===== src/rtl/dac_frame_rx.sv =====
module dac_frame_rx #(
  parameter int CODE_W      = 12,
  parameter int FRAME_W     = 16,
  parameter int SYNC_STAGES = 2
) (
  input  logic              clk,
  input  logic              rst_n,
  input  logic              bit_clk,
  input  logic              frame_n,
  input  logic              sdata,
  output logic [CODE_W-1:0] code,
  output logic [1:0]        mode,
  output logic              run_normal,
  output logic              term_5k,
  output logic              term_100k,
  output logic              term_hiz,
  output logic              pd_any,
  output logic              load_stb
);
  localparam int PAYLOAD_W = CODE_W + 2;
  localparam int CNT_W     = $clog2(FRAME_W + 1);

  logic [SYNC_STAGES-1:0] bclk_q, frm_q, dat_q;
  logic                   bclk_last;
  logic [CNT_W-1:0]       cnt;
  logic [PAYLOAD_W-2:0]   sr;
  logic [PAYLOAD_W-1:0]   nxt;
  logic                   fall, in_frame, bit_s;

  always_ff @(posedge clk or negedge rst_n) begin
    if (!rst_n) begin
      bclk_q    <= '0;
      frm_q     <= '1;
      dat_q     <= '0;
      bclk_last <= 1'b0;
    end else begin
      bclk_q    <= {bclk_q[SYNC_STAGES-2:0], bit_clk};
      frm_q     <= {frm_q[SYNC_STAGES-2:0], frame_n};
      dat_q     <= {dat_q[SYNC_STAGES-2:0], sdata};
      bclk_last <= bclk_q[SYNC_STAGES-1];
    end
  end

  assign fall     = bclk_last & ~bclk_q[SYNC_STAGES-1];
  assign in_frame = ~frm_q[SYNC_STAGES-1];
  assign bit_s    = dat_q[SYNC_STAGES-1];
  assign nxt      = {sr, bit_s};

  always_ff @(posedge clk or negedge rst_n) begin
    if (!rst_n) begin
      cnt      <= '0;
      sr       <= '0;
      code     <= '0;
      mode     <= 2'b00;
      load_stb <= 1'b0;
    end else begin
      load_stb <= 1'b0;
      if (!in_frame) begin
        cnt <= '0;
        sr  <= '0;
      end else if (fall && cnt < CNT_W'(FRAME_W)) begin
        sr  <= nxt[PAYLOAD_W-2:0];
        cnt <= cnt + 1'b1;
        if (cnt == CNT_W'(FRAME_W - 1)) begin
          code     <= nxt[CODE_W-1:0];
          mode     <= nxt[PAYLOAD_W-1:CODE_W];
          load_stb <= 1'b1;
        end
      end
    end
  end

  assign run_normal = (mode == 2'b00);
  assign term_5k    = (mode == 2'b01);
  assign term_100k  = (mode == 2'b10);
  assign term_hiz   = (mode == 2'b11);
  assign pd_any     = |mode;
endmodule



===== config.mk =====
export PLATFORM = sky130hd
export DESIGN_NAME = dac_frame_rx
export DESIGN_NICKNAME = d
export VERILOG_FILES = /design/src/rtl/dac_frame_rx.sv
export SDC_FILE = /design/constraint.sdc
export NUM_CORES = 1
export LEC_CHECK = 0
export BUFFER_PORTS_ARGS = -buffer_cell sky130_fd_sc_hd__buf_4
export CAP_MARGIN = 20
export CELL_PAD_IN_SITES_DETAIL_PLACEMENT = 1
export CELL_PAD_IN_SITES_GLOBAL_PLACEMENT = 2
export CORE_MARGIN = 2
export CORE_UTILIZATION = 36
export CTS_BUF_LIST = sky130_fd_sc_hd__clkbuf_8 sky130_fd_sc_hd__clkbuf_16
export DETAILED_ROUTE_END_ITERATION = 7
export GPL_TIMING_DRIVEN = 0
export PLACE_DENSITY_LB_ADDON = 0.1
export REMOVE_ABC_BUFFERS = 1
export SKIP_CTS_REPAIR_TIMING = 1
export SLEW_MARGIN = 0
export SYNTH_ARGS = -nofsm -noshare
export SYNTH_HDL_FRONTEND = slang
export SYNTH_SLANG_ARGS = --single-unit

===== constraint.sdc =====
create_clock -name clk -period 2.18 [get_ports clk]
set_input_delay 0.218 -clock clk [delete_from_list [all_inputs] [get_ports clk]]
set_output_delay 0.218 -clock clk [all_outputs]
set_load 0.02 [all_outputs]

======== Word-level counts from Yosys, hierarchy flattened ========
Index checks and enable logic that the tools add are counted.
word-level totals
  output and inout port bits .............. 20
  register bits after elaboration ......... 40
  bits of input ports ..................... 5
operators by class
  equality and inequality tests ........... 4
  bitwise operators ....................... 3
  mux-type cells .......................... 7
  reductions and logical operators ........ 5
  $lt $le $gt $ge ......................... 1
  add/subtract/negate cells ............... 1
operators with widths
  operator                                                          count
  13-bit 2-to-1 mux                                                 2
  5-bit 2-to-1 mux                                                  2
  5-bit by 1-bit adder with 5-bit output (second input constant)    1
  5-bit by 4-bit == test with 1-bit output (second input constant)  1
  5-bit less-than comparator (second input constant)                1
  2-bit == test (second input constant)                             2
  1-bit 2-to-1 mux                                                  3
  3-bit AND reduction                                               1
  2-bit by 1-bit == test with 1-bit output (second input constant)  1
  2-bit logical NOT                                                 1
  1-bit inverter                                                    2
  2-bit nonzero test                                                1
  2-bit OR reduction                                                1
  1-bit AND                                                         1
  1-bit logical AND                                                 1

======== Longest topological paths before layout ========
Gate-level depths: netlist (run 1).
  depth after elaboration ................. 5
  gate-level depth with buffers ........... 6
  gate-level depth less buffers ........... 5

======== Worst setup path before layout (run 1) ========
Ideal clock, no wire load.
  path kind ............................... register to register
  start point ............................. reg cnt[0]
  end point ............................... reg code[10]
  data required time ...................... 2.055 ns
  arrival ................................. 1.530 ns
  path buffers ............................ 1
  setup slack ............................. 0.525 ns
  cell stages (with the launch flop) ...... 7
  path through ............................ dfrtp_1 ha_1 and3_1 ha_1 nand3b_4 buf_6 mux2_2
between the ends
  longest elaborated chain between the ends .. 3
RTL lines
  item                                      RTL line  text
  from (decl)                               25        logic [CNT_W-1:0] cnt;
  from (signal assigned)                    63        cnt <= cnt + 1'b1;
  5-bit less-than comparator                61        end else if (fall && cnt < CNT_W'(FRAME_W)) begin
  1-bit logical AND                         61
  3-bit AND reduction (no source line) (*)  --
  to (signal assigned)                      65        code <= nxt[CODE_W-1:0];
  to (decl)                                 11        output logic [CODE_W-1:0] code,
Mark *: on every way between the ends. The rest lies on a longest branch, timed or not.
A chain may end at the register's enable or synchronous reset.

======== Final worst setup path (run 1) ========
  start point ............................. reg cnt[4]
  end point ............................... reg code[11]
The elaborated chain is that of the path after synthesis.

==> results of run 1 <==
## layer usage
| layer | vias to the layer above | global-route usage (%) | wire (um) | part of all wire [%] |
|---|---|---|---|---|
| met5 | - | 0 | 0 | 0 |
| met4 | 0 | 5.983 | 55 | 1.8 |
| met3 | 6 | 6.105 | 178 | 5.9 |
| met2 | 26 | 25.00 | 1544 | 51 |
| met1 | 497 | 15.48 | 1237 | 41 |
| li1 | 473 | - | - | - |
## layout make-up
cell class | instances | area [sq um]
Fill cell | 456 | 2215
Clock inverter | 1 | 3.754
Tap cell | 50 | 62.56
Timing Repair Buffer | 25 | 190.2
Inverter | 4 | 15.01
Clock buffer | 7 | 96.34
Multi-Input combinational cell | 77 | 500.5
Sequential cell | 40 | 1003
## registers in the layout (all words and copies together), names as in the netlist
register	count
bclk_q	2
bclk_last	1
mode	2
code	12
sr	13
load_stb	1
dat_q	2
frm_q	2
cnt	5
## layout by cell type, fill, tap and decap left out, drive strengths merged, types with 2 or more instances in the layout
cell type / instances
or3: 2
or3b: 2
clkbuf: 7
a21oi: 17
o21ai: 2
ha: 2
nand2: 28
mux2: 14
inv: 5
nor2b: 2
dfrtp: 38
dfstp: 2
buf: 24
## power by group through the flow
stage | registers [W] | logic, W | clock network (W)
2_1_floorplan | 0.000776 | 0.0000160 | 0
3_3_place_gp | 0.000779 | 0.0000402 | 0
3_5_place_dp | 0.000780 | 0.0000418 | 0
4_1_cts | 0.000765 | 0.0000421 | 0.000552
5_1_grt | 0.000767 | 0.0000474 | 0.000586
6_report | 0.000765 | 0.0000413 | 0.000530
## cells by family (layout without fill, tap and decap cells)
family / Yosys count / count (layout) / synth area share (%)
flops: 40 / 40 / 64.73
buf+inv: 10 / 37 / 2.985
compound gates: 19 / 19 / 6.134
simple gates: 41 / 41 / 13.80
mux: 14 / 14 / 10.17
xor+xnor: 1 / 1 / 0.5651
fa+ha+maj: 2 / 2 / 1.614
## final timing paths
| check | from | end | slack, ps |
|---|---|---|---|
| max | cnt[4] | code[11] | 260 |
| min | bit_clk | bclk_q[0] | 20 |
| max reg2reg | cnt[4] | code[11] | 260 |
| min reg2reg | bclk_q[0] | bclk_q[1] | 350 |
| max in group asynchronous | rst_n | frm_q[1] | 1380 |
| min in group asynchronous | rst_n | sr[12] | 430 |
## critical path, stage by stage (launching register included)
cell and delay (ps):
sky130_fd_sc_hd__dfrtp_1 420, sky130_fd_sc_hd__nor3b_4 670, sky130_fd_sc_hd__nand3b_4 340, sky130_fd_sc_hd__mux2_2 370
## per-stage QoR
stage / total power [W] / worst slack (ps) / std cells / cell area (sq um)
after floorplan: 0.0007920 / 535.9 / 121 / 1519
after global placement: 0.0008194 / 272.4 / 195 / 1762
after detailed placement: 0.0008218 / 214.4 / 195 / 1762
after CTS: 0.001359 / 189.7 / 203 / 1862
after global routing: 0.001400 / 108.5 / 204 / 1872
final: 0.001336 / 261.2 / 204 / 1872
==> metrics.txt, run 1 <==
top-count cell post-synth sky130_fd_sc_hd__dfrtp_1; Fin Hold WS around 24 ps; Lkg Pwr ~0.94 nW; Async S/R FF share, synth 100.0%; cell-internal power 0.001050 W; clock tree sinks 40; Yosys warning count 0; synthesized flop and latch total 40; average routed wire per standard cell roughly 15 um; nature of the critical path endpoint flip-flop; DIE WIDTH ~70 um; class of the most critical hold timing path input port to flip-flop; primary flip-flop cell chosen by synthesis mapping sky130_fd_sc_hd__dfrtp_1; number of antenna diodes 0; Setup Total Neg Slack 0 ps; total I/O pin count 25; sequential group share of total power 57.3%; status finished, final reports clean; Setup Viol. Count Final 0; H-tree depth 2; Cell Pwr Density 714.0 mW/mm^2; switch share about a fifth; num rows 23; number of endpoints with negative hold slack in the final report 0; CTS tree done; arrival time worst endpoint approximately 2100 ps; library cells used by synthesis 23; core area between 0.004 and 0.005 sq mm; via density per instance ~4.9; post-CTS clock slew at the launch and capture registers of the worst setup and hold paths ~70 ps; endpoint required time on the critical path between 2000 and 2500 ps; worst supply voltage drop on vdd about 430 uV; portion of the clock cycle consumed by the worst path in the final layout 88.02%; WL final between 3000 and 4000 um; worst r2r path cells 3; gr usage total ~14%; proportion of power drawn by the clock network 39.7%; clock buffer depth 2; sequential area share after synthesis about two thirds; relative contribution of combinational cells to total power between 3 and 4%; slew margin rel. 49.05%; max capacitance violation total 0; sw power between 0.0002 and 0.0003 W; placed wire-length estimate after detailed placement roughly 2000 um; post-route minimum period 1919 ps; cell accounting for the most synthesized area sky130_fd_sc_hd__dfrtp_1; number of flops mapped to enable cells by yosys 0; max-slew violation count 0; Layout area overhead 20.74%; grt ovf 0; mean instance size in the synthesized netlist 12.21 sq um; category of the worst setup path launch point flip-flop; iteration-0 DRC count of the detailed router 66; # nets final 160; number of design rule violations left after detail routing 0; cells after synthesis 127; full die area between 0.004 and 0.005 sq mm; maximum number of pins on one net before global-route repair 41; most area-consuming cells after synthesis sky130_fd_sc_hd__dfrtp_1 61%, sky130_fd_sc_hd__mux2_2 10%, sky130_fd_sc_hd__nand2_1 6.8%; upper clock frequency limit ~520 MHz; Final Skew between 4 and 5 ps; most instantiated cells after synthesis 38 x sky130_fd_sc_hd__dfrtp_1, 28 x sky130_fd_sc_hd__nand2_1, 17 x sky130_fd_sc_hd__a21oi_1; proportion of layout cells with a drive suffix above 1 between 30 and 40%; total clock buffers created by CTS 5; proportion of netlist area held by the largest area contributor between 60% and 70%; final standard cell utilization of the core 45.81%; vias after detailed routing 1002; antenna violation net count after detailed routing 0; highest fanout seen on the critical path 16; first-pass GRT wire length 5388 um; Port Buffer Count 24; unrepaired setup endpoints after global routing no; cell at the root of the clock tree sky130_fd_sc_hd__clkbuf_8; final RePlAce weighted congestion roughly 0.68; netlist area before placement 0.001550 sq mm; Skew-Pair Late Insertion Delay between 200 and 300 ps; category of the critical setup timing path flip-flop to flip-flop; transition time of the tightest slew-check pin around 760 ps; antenna violations before repair 0; initial core utilization roughly 38%; number of detailed-routing iterations run before antenna repair 3; number of global-route vias before repair 1170; height of the chip 69.62 um; count of cells along the worst hold path 1
No activity file was read; power rests on OpenSTA's default activity.
==> run 2: changes to the inputs <==
==> constraint.sdc (replaced) <==
create_clock -name clk -period 2.18 [get_ports clk]
set_input_delay 0.436 -clock clk [delete_from_list [all_inputs] [get_ports clk]]
set_output_delay 0.436 -clock clk [all_outputs]
set_load 0.02 [all_outputs]
==> run 2 against run 1 <==
  * Setup slack better by 2.1 ps
  * Non-clock buffer count down 1
  * Fmax up 0.11%
  * Clock-buffer cell count unchanged
  * Flip-flop and latch count unchanged
  * Critical path type unchanged
  * Largest cell class unchanged
==> metrics.txt, run 2 (synthesis results as in run 1) <==
upper clock frequency limit roughly 520 MHz; maximum number of pins on one net before global-route repair 41; number of antenna diodes 0; iteration-0 DRC count of the detailed router 66; sum of buffers and inverters on the critical path 0; full die area 0.004847 sq mm; nature of the critical path endpoint flip-flop; H-tree depth 2; R2R Path End code[11]; proportion of layout cells with a drive suffix above 1 33.33%; max-slew violation count 0; initial core utilization a little under two fifths; registers with the most flip-flops sr (13), code (12), cnt (5); final standard cell utilization of the core a little under half; # nets final about 160; transition time of the tightest slew-check pin 763.4 ps; clock tree sinks 40; number of global-route vias before repair roughly 1200; Port Buffer Count 24; worst r2r path cells 3; register with the most flip-flops sr; cell at the root of the clock tree sky130_fd_sc_hd__clkbuf_8; vias after detailed routing about 1000; Setup Total Neg Slack 0 ps; arrival time worst endpoint between 2000 and 2500 ps; category of the critical setup timing path flip-flop to flip-flop; via density per instance 4.931; Setup Viol. Count Final 0; maximum single-stage delay on the critical path 670 ps; number of flip-flops under the largest register name 13; sequential group share of total power a little under three fifths; worst reg2reg startpoint cnt[4]; number of detailed-routing iterations run before antenna repair 3; sw power approximately 0.00029 W; slew margin rel. between 40% and 50%; class of the most critical hold timing path input port to async pin; final RePlAce weighted congestion 0.6791; post-route minimum period between 1500 and 2000 ps; Layout area overhead 20.10%; highest fanout seen on the critical path 16; total I/O pin count 25; endpoint required time on the critical path 2360 ps; relative contribution of combinational cells to total power around 3.0%; core area 0.004086 sq mm; register-to-register path setup slack roughly 260 ps; DIE WIDTH approximately 70 um; kind of cell adding the most delay to the critical path simple AND/OR/NAND/NOR gates; Max stage delay cell, worst path sky130_fd_sc_hd__nor3b_4; unrepaired setup endpoints after global routing no; status finished, final reports clean; placed wire-length estimate after detailed placement ~2000 um; category of the worst setup path launch point flip-flop; worst supply voltage drop on vdd 426.4 uV; portion of the clock cycle consumed by the worst path in the final layout approximately 88%; number of design rule violations left after detail routing 0; most common cell after layout, fill and taps aside sky130_fd_sc_hd__dfrtp_1; number of endpoints with negative hold slack in the final report 0; average routed wire per standard cell between 10 and 15 um; cell-internal power roughly 0.0010 W; num rows 23; Final Skew 4.055 ps; first-pass GRT wire length around 5400 um; antenna violations before repair 0; Cell Pwr Density between 700 and 800 mW/mm^2; Lkg Pwr around 0.93 nW; max capacitance violation total 0; critical path cell sequence nor3b_4 > nand3b_4 > mux2_2; fill cell instance count of the final layout ~460; highest-count cells in the layout ignoring fill and taps 38 x sky130_fd_sc_hd__dfrtp_1, 28 x sky130_fd_sc_hd__nand2_1, 24 x sky130_fd_sc_hd__buf_4, 17 x sky130_fd_sc_hd__a21oi_1, 14 x sky130_fd_sc_hd__mux2_2; CTS tree done; switch share ~21%; gr usage total between 10% and 20%; antenna violation net count after detailed routing 0; grt ovf 0; total clock buffers created by CTS 5; height of the chip slightly below 70 um; proportion of power drawn by the clock network 39.7%; WL final 3004 um; Skew-Pair Late Insertion Delay between 200 and 300 ps; post-CTS clock slew at the launch and capture registers of the worst setup and hold paths roughly 70 ps; clock buffer depth 2
[run 2: worst reg2reg max path: stages (launching register included)]
cell,delay (ps)
sky130_fd_sc_hd__dfrtp_1,420
sky130_fd_sc_hd__nor3b_4,670
sky130_fd_sc_hd__nand3b_4,340
sky130_fd_sc_hd__mux2_2,370
[run 2: how the worst max path moves through the flow]
stage / start / to / depth (start not counted)
CTS: cnt[4] / code[11] / 3
floorplan: cnt[0] / cnt[4] / 5
finish: cnt[4] / code[11] / 3
detailed placement: cnt[4] / code[11] / 3
global placement: cnt[4] / code[5] / 3
global route: cnt[4] / code[4] / 3
[run 2: through the flow]
stage / instances / setup WS (ps) / hold slack (ps) / area, sq um / power (W)
after detailed placement: 195 / 214.4 / 339.7 / 1762 / 0.0008218
after global placement: 195 / 272.4 / 333.4 / 1762 / 0.0008194
after CTS: 203 / 189.7 / 119.0 / 1862 / 0.001359
final: 203 / 263.3 / 109.5 / 1862 / 0.001336
after global routing: 203 / 108.8 / 136.5 / 1862 / 0.001399
after floorplan: 121 / 535.9 / 140.4 / 1519 / 0.0007920
[run 2: cell type report]
class | instances | area (sq um) | share of cell area, %
sequential | 40 | 1003 | 53.90
timing repair buffer | 24 | 180.2 | 9.677
tap | 50 | 62.56 | 3.360
clock inverter | 1 | 3.754 | 0.2016
clock buffer | 7 | 96.34 | 5.175
multi-input combinational | 77 | 500.5 | 26.88
inverter | 4 | 15.01 | 0.8064
[run 2: metal layers]
metal,wire [um],part of all wire [%],GRT usage [%],vias up
li1,-,-,-,471
met1,1232,41,15.48,498
met2,1537,51,25.00,26
met3,179,6.0,6.105,6
met4,55,1.8,5.983,0
met5,0,0,0,-
[run 2: power by group through the flow]
stage                     Combinational [W]  Clock [W]  Sequential (W)
after floorplan                   0.0000160          0        0.000776
after global placement            0.0000402          0        0.000779
after detailed placement          0.0000418          0        0.000780
after CTS                         0.0000421   0.000552        0.000765
after global routing              0.0000459   0.000586        0.000767
final                             0.0000399   0.000531        0.000765
